--- config.mk ---
export PLATFORM = sky130hd
export DESIGN_NAME = fpga_cfg_loader
export DESIGN_NICKNAME = d
export VERILOG_FILES = /design/src/rtl/fcl_pkg.sv /design/src/rtl/fcl_sync.sv /design/src/rtl/fcl_timer.sv /design/src/rtl/fcl_byte_port.sv /design/src/rtl/fpga_cfg_loader.sv
export SDC_FILE = /design/constraint.sdc
export NUM_CORES = 1
export LEC_CHECK = 0
export BUFFER_PORTS_ARGS = -buffer_cell sky130_fd_sc_hd__buf_2
export CORE_MARGIN = 4
export CORE_UTILIZATION = 35
export DETAILED_ROUTE_END_ITERATION = 7
export PLACE_DENSITY_LB_ADDON = 0.08
export SLEW_MARGIN = 20
export SYNTH_ARGS = -nofsm -noshare
export SYNTH_HDL_FRONTEND = slang
export SYNTH_SLANG_ARGS = --single-unit
--- constraint.sdc ---
create_clock -name clk -period 4.5 [get_ports clk]
set_input_delay 0.225 -clock clk [delete_from_list [all_inputs] [get_ports clk]]
set_output_delay 0.225 -clock clk [all_outputs]
set_load 0.005 [all_outputs]
--- src/rtl/fcl_pkg.sv ---
// Package: shared state encoding and result codes for the configuration
// load sequencer. Assumes a single clock domain for all users.
package fcl_pkg;

    typedef enum logic [2:0] {
        ST_IDLE,
        ST_ARM,
        ST_PROG,
        ST_WAIT_INIT,
        ST_STREAM,
        ST_WAIT_DONE
    } fcl_state_e;

    localparam logic [1:0] RES_OK     = 2'd0;
    localparam logic [1:0] RES_NOCFG  = 2'd1;
    localparam logic [1:0] RES_NOINIT = 2'd2;
    localparam logic [1:0] RES_NODONE = 2'd3;

    // Largest of three limits, used to size the shared cycle counter
    function automatic int unsigned max3(int unsigned a, int unsigned b, int unsigned c);
        int unsigned m;
        m = (a > b) ? a : b;
        return (m > c) ? m : c;
    endfunction

endpackage

--- src/rtl/fcl_sync.sv ---
// Module: fcl_sync
// Two-flop synchronizer for a vector of independent single-bit inputs.
// Assumes each bit is a slow level signal; no bus coherency is implied.
module fcl_sync #(
    parameter int WIDTH = 2
) (
    input  logic             clk,
    input  logic             rst_n,
    input  logic [WIDTH-1:0] async_i,
    output logic [WIDTH-1:0] sync_o
);

    generate
        for (genvar b = 0; b < WIDTH; b++) begin : g_bit
            logic meta_q;
            logic stab_q;

            // Two-stage capture of one asynchronous bit
            always_ff @(posedge clk) begin
                if (!rst_n) begin
                    meta_q <= 1'b0;
                    stab_q <= 1'b0;
                end else begin
                    meta_q <= async_i[b];
                    stab_q <= meta_q;
                end
            end

            assign sync_o[b] = stab_q;
        end
    endgenerate

endmodule

--- src/rtl/fcl_timer.sv ---
// Module: fcl_timer
// Free-running cycle counter with synchronous clear, shared by the
// program pulse and both waits. Assumes the width covers every limit.
module fcl_timer #(
    parameter int W = 8
) (
    input  logic         clk,
    input  logic         rst_n,
    input  logic         clr_i,
    output logic [W-1:0] cnt_o
);

    // Clear on request, otherwise count up one per cycle
    always_ff @(posedge clk) begin
        if (!rst_n || clr_i) begin
            cnt_o <= '0;
        end else begin
            cnt_o <= cnt_o + W'(1);
        end
    end

endmodule

--- src/rtl/fcl_byte_port.sv ---
// Module: fcl_byte_port
// Turns one accepted stream transfer into a registered byte with a
// one-cycle write strobe. Assumes at most one transfer per cycle.
module fcl_byte_port #(
    parameter int DW = 8
) (
    input  logic          clk,
    input  logic          rst_n,
    input  logic          take_i,
    input  logic [DW-1:0] data_i,
    output logic [DW-1:0] wr_data_o,
    output logic          wr_strobe_o
);

    // Register the byte and raise the strobe for exactly one cycle
    always_ff @(posedge clk) begin
        if (!rst_n) begin
            wr_data_o   <= '0;
            wr_strobe_o <= 1'b0;
        end else begin
            wr_strobe_o <= take_i;
            if (take_i) begin
                wr_data_o <= data_i;
            end
        end
    end

endmodule

--- src/rtl/fpga_cfg_loader.sv ---
// Module: fpga_cfg_loader
// Sequences a full configuration load of a downstream device: optional
// enable, init release, timed program pulse, init wait with limit, byte
// streaming, done wait with limit. Exactly one result per accepted start.
// Assumes init_i and done_i are asynchronous and the init pad is driven
// low whenever init_oe_o is 1.
module fpga_cfg_loader
    import fcl_pkg::*;
#(
    parameter int CNT_W        = 24,
    parameter int PROG_CYCLES  = 20,
    parameter int INIT_TIMEOUT = 10000000,
    parameter int DONE_TIMEOUT = 100000000
) (
    input  logic             clk,
    input  logic             rst_n,
    input  logic             start_i,
    input  logic [CNT_W-1:0] byte_count_i,
    input  logic             cfg_present_i,
    input  logic             enable_req_i,
    input  logic             s_valid_i,
    input  logic [7:0]       s_data_i,
    output logic             s_ready_o,
    output logic [7:0]       wr_data_o,
    output logic             wr_strobe_o,
    output logic             prog_n_o,
    output logic             init_oe_o,
    input  logic             init_i,
    input  logic             done_i,
    output logic             enable_o,
    output logic             busy_o,
    output logic             finished_o,
    output logic [1:0]       result_o
);

    localparam int unsigned MAX_LIM = max3(PROG_CYCLES, INIT_TIMEOUT, DONE_TIMEOUT);
    localparam int TMR_W = $clog2(MAX_LIM + 1);
    localparam logic [TMR_W-1:0] PROG_LAST = TMR_W'(PROG_CYCLES - 1);
    localparam logic [TMR_W-1:0] INIT_LAST = TMR_W'(INIT_TIMEOUT - 1);
    localparam logic [TMR_W-1:0] DONE_LAST = TMR_W'(DONE_TIMEOUT - 1);

    fcl_state_e       state_q, state_d;
    logic [CNT_W-1:0] remain_q;
    logic [TMR_W-1:0] tmr_cnt;
    logic             tmr_clr;
    logic [1:0]       pins_sync;
    logic             init_s, done_s;
    logic             take;
    logic             exit_now;
    logic [1:0]       exit_code;
    logic             go;

    fcl_sync #(.WIDTH(2)) sync_i (
        .clk     (clk),
        .rst_n   (rst_n),
        .async_i ({done_i, init_i}),
        .sync_o  (pins_sync)
    );

    assign init_s = pins_sync[0];
    assign done_s = pins_sync[1];

    fcl_timer #(.W(TMR_W)) tmr_i (
        .clk   (clk),
        .rst_n (rst_n),
        .clr_i (tmr_clr),
        .cnt_o (tmr_cnt)
    );

    fcl_byte_port #(.DW(8)) port_i (
        .clk         (clk),
        .rst_n       (rst_n),
        .take_i      (take),
        .data_i      (s_data_i),
        .wr_data_o   (wr_data_o),
        .wr_strobe_o (wr_strobe_o)
    );

    assign s_ready_o = (state_q == ST_STREAM) && (remain_q != '0);
    assign take      = s_valid_i && s_ready_o;
    assign go        = (state_q == ST_IDLE) && start_i && cfg_present_i;

    // Next-state selection, timer clear and exit code for each stage
    always_comb begin
        state_d   = state_q;
        exit_now  = 1'b0;
        exit_code = RES_OK;
        unique case (state_q)
            ST_IDLE: begin
                if (go) state_d = ST_ARM;
            end
            ST_ARM: begin
                state_d = ST_PROG;
            end
            ST_PROG: begin
                if (tmr_cnt == PROG_LAST) state_d = ST_WAIT_INIT;
            end
            ST_WAIT_INIT: begin
                if (init_s) begin
                    state_d = ST_STREAM;
                end else if (tmr_cnt == INIT_LAST) begin
                    state_d   = ST_IDLE;
                    exit_now  = 1'b1;
                    exit_code = RES_NOINIT;
                end
            end
            ST_STREAM: begin
                if (remain_q == '0) state_d = ST_WAIT_DONE;
            end
            ST_WAIT_DONE: begin
                if (done_s) begin
                    state_d   = ST_IDLE;
                    exit_now  = 1'b1;
                    exit_code = RES_OK;
                end else if (tmr_cnt == DONE_LAST) begin
                    state_d   = ST_IDLE;
                    exit_now  = 1'b1;
                    exit_code = RES_NODONE;
                end
            end
            default: begin
                state_d = ST_IDLE;
            end
        endcase
        tmr_clr = (state_d != state_q);
    end

    // Sequencer state register
    always_ff @(posedge clk) begin
        if (!rst_n) begin
            state_q <= ST_IDLE;
        end else begin
            state_q <= state_d;
        end
    end

    // Remaining byte count: loaded at start, reduced per transfer
    always_ff @(posedge clk) begin
        if (!rst_n) begin
            remain_q <= '0;
        end else if (go) begin
            remain_q <= byte_count_i;
        end else if (take) begin
            remain_q <= remain_q - CNT_W'(1);
        end
    end

    // Target pin drive: enable, init release and program request
    always_ff @(posedge clk) begin
        if (!rst_n) begin
            enable_o  <= 1'b0;
            init_oe_o <= 1'b1;
            prog_n_o  <= 1'b1;
        end else begin
            if (go) begin
                enable_o  <= enable_req_i;
                init_oe_o <= 1'b0;
            end else if (exit_now) begin
                enable_o <= 1'b0;
            end
            if (state_q == ST_ARM) begin
                prog_n_o <= 1'b0;
            end else if (state_q == ST_PROG && state_d != ST_PROG) begin
                prog_n_o <= 1'b1;
            end
        end
    end

    // Status toward software: busy window, finish pulse, result code
    always_ff @(posedge clk) begin
        if (!rst_n) begin
            busy_o     <= 1'b0;
            finished_o <= 1'b0;
            result_o   <= RES_OK;
        end else begin
            finished_o <= 1'b0;
            if (go) begin
                busy_o <= 1'b1;
            end else if (state_q == ST_IDLE && start_i) begin
                finished_o <= 1'b1;
                result_o   <= RES_NOCFG;
            end else if (exit_now) begin
                busy_o     <= 1'b0;
                finished_o <= 1'b1;
                result_o   <= exit_code;
            end
        end
    end

endmodule

==> load_flow_metrics.sql, run 1 <==
INSERT INTO impl_metrics (metric_group, metric, value, unit) VALUES
('timing', 'final_hold_viol_count', '0', ''),
('pwr', 'irDropWorstVdd', '0.0001227', 'V'),
('routing', 'vias_per_cell', '5.056', ''),
('pwr', 'power.static_leakage', '1.547', 'nW'),
('outcome', 'status', 'complete, no violations', ''),
('final_layout', 'fin_nets', '510', ''),
('pwr', 'powerDensity', '363.7', 'nW/um2'),
('critical_path', 'regToRegSetupSlack', '1990', 'ps'),
('grt', 'grt_usage', '0.1530', ''),
('min_path', 'holdCritPathClass', 'in2reg', ''),
('grt', 'grtUsageMet3', '0.02842', ''),
('min_path', 'hold_depth', '2', ''),
('routing', 'post-route-drc-count', '0', ''),
('critical_path', 'number_of_cells_on_the_worst_reg_to_reg_path', '6', ''),
('grt', 'grt_first_pass_wirelength', '14390', 'um'),
('clock_tree', 'ctsRootBufferMaster', 'clkbuf_8', ''),
('synthesis', 'synth.lib_cells_used.distinct', '49', ''),
('critical_path', 'crit_path_max_incr_delay', '640', 'ps'),
('timing', 'slew-limit-headroom', '0.4962', ''),
('clock_tree', 'clk_path_buf_depth', '2', ''),
('clock_tree', 'cts_hold_repair.buffers', '0', ''),
('clock_tree', 'cts_num_sinks', '74', ''),
('final_layout', 'diodes', '0', ''),
('synthesis', 'async_reset_ff_frac', '0', ''),
('critical_path', 'end_kind', 'register', ''),
('grt', 'groute.layer.met1.usage', '0.2312', ''),
('clock_tree', 'post_cts_resize_count', '0', ''),
('grt', 'grt_util_met2', '0.2101', ''),
('final_layout', 'layout-drive-gt1-share', '0.1924', ''),
('floorplan', 'initial_core_utilization', '0.3636', ''),
('floorplan', 'die_ar', '11930', 'um2'),
('grt', 'first_global_vias', '2886', ''),
('critical_path', 'worstPathMaxFanout', '27', ''),
('placed_design', 'place.detailed.hpwl', '6020', 'um'),
('timing', 'setup_viol', '0', ''),
('grt', 'pin_count_of_the_biggest_net_entering_global_routing', '52', ''),
('final_layout', 'finish.cell_count_without_fillers', '606', ''),
('placed_design', 'gpl.final_weighted_congestion', '0.7468', ''),
('critical_path', 'worstPathRequired', '4700', 'ps'),
('timing', 'finalMaxSlewViolations', '0', ''),
('clock_tree', 'cts_h_tree_lvls', '3', ''),
('routing', 'route.detailed.wl_per_inst', '14.31', 'um'),
('pwr', 'post_layout_power', '1.539', 'mW'),
('grt', 'globalRoute.busiestLayer', 'met1', ''),
('routing', 'total_routed_length', '8670', 'um'),
('critical_path', 'timing.critical_path.from_type', 'register', ''),
('timing', 'fin_setup_tns', '0', 'ps'),
('timing', 'layout_worst_path_cycle_share', '0.5572', ''),
('timing', 'finalClockSkew', '7.859', 'ps'),
('critical_path', 'cpMaxStageDelayCell', 'or4b_2', ''),
('critical_path', 'rr_startpoint', 'tmr_i.cnt_o[0]', ''),
('floorplan', 'io_pins', '57', ''),
('synthesis', 'syn-mean-instance-area', '8.623', 'um2'),
('clock_tree', 'cts_tree', 'yes', ''),
('timing', 'max_freq', '0.3988', 'GHz'),
('floorplan', 'placeable_core_region', '9864', 'um2'),
('clock_tree', 'cts_buffers', '9', ''),
('min_path', 'min-delay-start', 'init_i', ''),
('routing', 'count_of_vias_placed_by_the_detailed_router', '3064', ''),
('clock_tree', 'postCtsSetupBuffers', '0', ''),
('job', 'drv.max_cap_violation_count', '0', ''),
('placed_design', 'post-place-cells', '590', ''),
('synthesis', 'synth.yosys.warnings', '0', ''),
('timing', 'final_min_period', '2507', 'ps'),
('synthesis', 'synth_cells', '416', ''),
('synthesis', 'synth_seq_area_share', '0.4130', ''),
('min_path', 'whs_endpoint', 'sync_i.g_bit[0].meta_q', ''),
('grt', 'grt_overflow', '0', ''),
('synthesis', 'synth-seq-cells', '74', ''),
('synthesis', 'synthesis.nets', '458', ''),
('critical_path', 'critPathArrivalTime', '2710', 'ps');
state kept, by name, indices dropped and copies added (netlist names), 2 cells and up:
| register | cells |
|---|---|
| sync_i.g_bit.stab_q | 2 |
| tmr_i.cnt_o | 27 |
| remain_q | 24 |
| state_q | 3 |
| sync_i.g_bit.meta_q | 2 |
| port_i.wr_data_o | 8 |
| result_o | 2 |
Yosys cell counts (all sizes together), types with 9 or more instances:
cell | count | share of area
nand4 | 9 | 0.016
xor2 | 23 | 0.056
nand3 | 29 | 0.040
dfxtp | 74 | 0.41
nand2 | 46 | 0.048
xnor2 | 22 | 0.054
nor4 | 20 | 0.056
o21ai | 26 | 0.036
nor2 | 47 | 0.049
a21boi | 13 | 0.027
clkbuf | 11 | 0.012
nor3 | 10 | 0.017
a21oi | 20 | 0.029
area by class of cell:
type / count / area [um2] / area share
sequential: 74 / 1481 / 0.3502
multi-input combinational: 318 / 1992 / 0.4709
inverter: 6 / 22.52 / 0.005324
clock inverter: 7 / 141.4 / 0.03342
timing repair buffer: 59 / 302.8 / 0.07158
clock buffer: 9 / 123.9 / 0.02928
tap: 133 / 166.4 / 0.03934
metrics by stage:
stage / worst slack [ps] / cell area [um2]
floorplan: 2441 / 3587
global placement: 1888 / 3951
detailed placement: 1856 / 3951
CTS: 1819 / 4217
global route: 1784 / 4230
finish: 1993 / 4230
worst max-delay path by stage:
stage                            to  slack, ps  cells after the start
CTS                    remain_q[21]       1820                      8
global route        tmr_i.cnt_o[15]       1780                      6
floorplan           tmr_i.cnt_o[20]       2440                      7
finish              tmr_i.cnt_o[17]       1990                      6
global placement       remain_q[18]       1890                      6
detailed placement     remain_q[18]       1860                      8
routing by layer:
layer | routed length [um] | part of all wire
met3 | 551 | 0.064
met1 | 4530 | 0.52
met2 | 3493 | 0.40
met5 | 0 | 0
met4 | 96 | 0.011
critical path, delay by kind of cell, from the launching register on:
kind | cells | cell delay, ps
AOI/OAI and AO/OA | 1 | 560
adders and majority gates | 1 | 220
DFF | 1 | 380
and+or+nand+nor | 4 | 1200
cells in the final DEF (no fill, tap or decap), types with 6 or more instances in the layout:
cell / count
xnor2_1: 22
and3_1: 8
nor3_1: 9
and2_1: 6
nand2_1: 46
nand4_1: 9
a21oi_1: 19
dfxtp_1: 74
clkbuf_8: 9
buf_2: 56
nor2_1: 47
nor4b_1: 6
o21ai_0: 25
nand3_1: 29
a21boi_0: 12
nor4_2: 6
inv_1: 6
nor4_1: 11
xor2_1: 23
report_power, final:
group	switching, mW	internal, mW	leakage (nW)
registers	0.0248	0.677	0.602
clock network	0.259	0.424	0.129
logic	0.0892	0.0648	0.816
total	0.372	1.17	1.55
cells by family after synthesis:
group / count (synthesis) / share of synthesized area
and+or+nand+nor: 199 / 0.3080
buffers and inverters: 24 / 0.03558
DFF: 74 / 0.4130
adders and majority gates: 2 / 0.006975
xor gates and xnor gates: 45 / 0.1099
AOI/OAI and AO/OA: 72 / 0.1266
Power figures use the tool's default switching activity.
==> run 2, diff against run 1 <==
Clock period 4.5 ns to 2.4 ns, I/O delays scaled along.
==> run 2 against run 1 <==
- final area rose by 2.6%
- fmax up 18%
- hold slack worse by 77 ps
- non-clock buffer count is 21 higher
- register-to-register slack worse by 1700 ps
- die area unchanged
- combinational power rose by 110%
- clock skew is 1.1 ps higher
- largest cell class unchanged
==> load_flow_metrics.sql, run 2 (synthesized netlist as in run 1, its figures left out) <==
INSERT INTO impl_metrics (metric_group, metric, value, unit) VALUES
('outcome', 'status', 'complete, no violations', ''),
('critical_path', 'end_kind', 'register', ''),
('final_layout', 'layout.cells.most_common_list', 'dfxtp_1 (74), buf_2 (56), nor2_1 (47)', ''),
('final_layout', 'layout.cell_area.non_filler', '4342', 'um2'),
('clock_tree', 'worstSkewPairLatency', '350', 'ps'),
('job', 'drv.max_cap_violation_count', '0', ''),
('clock_tree', 'clk_pin_slew_worst_paths', '70', 'ps'),
('pwr', 'clkPwrFrac', '0.372', ''),
('floorplan', 'placeable_core_region', '9864', 'um2'),
('grt', 'grt_usage', '0.1566', ''),
('clock_tree', 'cts_buffers', '9', ''),
('final_layout', 'largest_reg_flops', '27', ''),
('critical_path', 'critPathArrivalTime', '2400', 'ps'),
('timing', 'final_hold_viol_count', '0', ''),
('clock_tree', 'cts_num_sinks', '74', ''),
('timing', 'finalMaxSlewViolations', '0', ''),
('timing', 'finalClockSkew', '8.973', 'ps'),
('placed_design', 'post-place-cells', '600', ''),
('pwr', 'powerDensity', '600.1', 'nW/um2'),
('final_layout', 'final_common_cell', 'dfxtp_1', ''),
('clock_tree', 'cts_h_tree_lvls', '3', ''),
('clock_tree', 'ctsRootBufferMaster', 'clkbuf_8', ''),
('final_layout', 'layout-drive-gt1-share', '0.2012', ''),
('clock_tree', 'clk_path_buf_depth', '2', ''),
('floorplan', 'chip_height', '109.2', 'um'),
('pwr', 'post_layout_power', '2.605', 'mW'),
('critical_path', 'worstPathMaxFanout', '11', ''),
('timing', 'whs', '8.424', 'ps'),
('pwr', 'p_comb_frac', '0.123', ''),
('routing', 'antenna_left', '0', ''),
('critical_path', 'timing.critical_path.from_type', 'register', ''),
('final_layout', 'largest_registers', 'tmr_i.cnt_o x27, remain_q x24, port_i.wr_data_o x8', ''),
('placed_design', 'dp_slack', '157.7', 'ps'),
('placed_design', 'gpl.final_weighted_congestion', '0.7738', ''),
('routing', 'route.detailed.wl_per_inst', '14.21', 'um'),
('final_layout', 'finish.cell_count_without_fillers', '625', ''),
('routing', 'first_iter_violations', '130', ''),
('routing', 'vias_per_cell', '4.992', ''),
('placed_design', 'place.detailed.hpwl', '6361', 'um'),
('routing', 'detailedRoute.firstPassIterationCount', '4', ''),
('timing', 'layout_worst_path_cycle_share', '0.8873', ''),
('grt', 'grt_first_pass_wirelength', '14630', 'um'),
('pwr', 'pwr-share-seq', '0.506', ''),
('timing', 'slew-limit-headroom', '0.6464', ''),
('pwr', 'net_switching_power_of_the_design', '0.6665', 'mW'),
('clock_tree', 'cts_tree', 'yes', ''),
('clock_tree', 'postCtsSetupBuffers', '0', ''),
('routing', 'post-route-drc-count', '0', ''),
('final_layout', 'area.growth.synth_to_final', '21.03', '%'),
('timing', 'worstMarginPinSlew', '525.5', 'ps'),
('floorplan', 'rows', '36', ''),
('final_layout', 'diodes', '0', ''),
('final_layout', 'layout.core_utilization', '0.4401', ''),
('timing', 'rsz_0062_raised_after_global_routing', 'no', ''),
('routing', 'count_of_vias_placed_by_the_detailed_router', '3120', ''),
('placed_design', 'place_area', '4039', 'um2'),
('placed_design', 'io_buffer_count', '56', ''),
('timing', 'fin_setup_tns', '0', 'ps'),
('min_path', 'holdCritPathClass', 'in2reg', ''),
('final_layout', 'register_bank_with_the_most_flops', 'tmr_i.cnt_o', ''),
('final_layout', 'n_fill_cell', '1016', ''),
('pwr', 'power.static_leakage', '1.620', 'nW'),
('floorplan', 'io_pins', '57', ''),
('timing', 'max_freq', '0.4696', 'GHz'),
('timing', 'setup_ws', '270.5', 'ps'),
('floorplan', 'chipWidth', '109.2', 'um'),
('grt', 'first_global_vias', '3010', ''),
('pwr', 'internal_power', '1.939', 'mW'),
('pwr', 'irDropWorstVdd', '0.0002224', 'V'),
('critical_path', 'worstPathRequired', '2670', 'ps'),
('routing', 'total_routed_length', '8879', 'um'),
('floorplan', 'initial_core_utilization', '0.3636', ''),
('pwr', 'p_sw_frac', '0.2558', ''),
('timing', 'setup_viol', '0', ''),
('critical_path', 'critPathKind', 'reg2reg', ''),
('floorplan', 'die_ar', '11930', 'um2'),
('grt', 'pin_count_of_the_biggest_net_entering_global_routing', '36', ''),
('final_layout', 'fin_nets', '531', ''),
('grt', 'grt_overflow', '0', ''),
('grt', 'grt_antenna_before_repair', '0', ''),
('timing', 'final_min_period', '2130', 'ps');
run 2: changes by cell type in the layout (fill, tap and decap cells not counted), moves of 2 or more:
cell           change
dlygate4sd3_1     +11
clkbuf_8           +2
bufinv_16          -3
buf_4              +9
run 2: timing repair:
action,CTS,global route
endpoints found under the hold margin,11,0
endpoints found under the setup margin,0,14
gates resized for setup,0,1
hold buffers,11,0
run 2: layer usage:
metal / vias to the layer above / GRT usage / routed length [um]
met4: 0 / 0.07391 / 188
met3: 13 / 0.02960 / 492
met2: 75 / 0.2140 / 3514
li1: 1605 / - / -
met5: - / 0 / 0
met1: 1427 / 0.2336 / 4683
run 2: path summary, 6_finish.rpt:
path / startpoint / slack [ps] / cells after the start / end
max: remain_q[1] / 270 / 8 / port_i.wr_data_o[7]
min: done_i / 8 / 2 / sync_i.g_bit[1].meta_q
max reg2reg: remain_q[1] / 270 / 8 / port_i.wr_data_o[7]
min reg2reg: sync_i.g_bit[0].meta_q / 440 / 1 / sync_i.g_bit[0].stab_q
run 2: power by group through the flow:
stage | Combinational [mW] | Clock (mW) | Sequential, mW
after global routing | 0.356 | 1.05 | 1.32
after CTS | 0.321 | 1.00 | 1.32
after detailed placement | 0.306 | 0 | 1.34
final | 0.319 | 0.969 | 1.32
after global placement | 0.303 | 0 | 1.34
after floorplan | 0.207 | 0 | 1.33
run 2: area by class of cell:
type / instances / area [um2] / area share
repair buffers: 80 / 500.5 / 0.1153
multi-input cells: 318 / 1979 / 0.4559
clock inverters: 3 / 40.04 / 0.009222
inverters: 6 / 22.52 / 0.005187
flip-flops and latches: 74 / 1481 / 0.3412
clock buffers: 11 / 151.4 / 0.03487
well taps: 133 / 166.4 / 0.03833
run 2: worst max-delay path: stages, from the launching register on:
cell	delay, ps
dfxtp_1	340
inv_1	80
ha_1	180
nor4b_1	320
and4_1	370
a21o_2	320
buf_4	210
nand2_1	60
a21boi_0	170
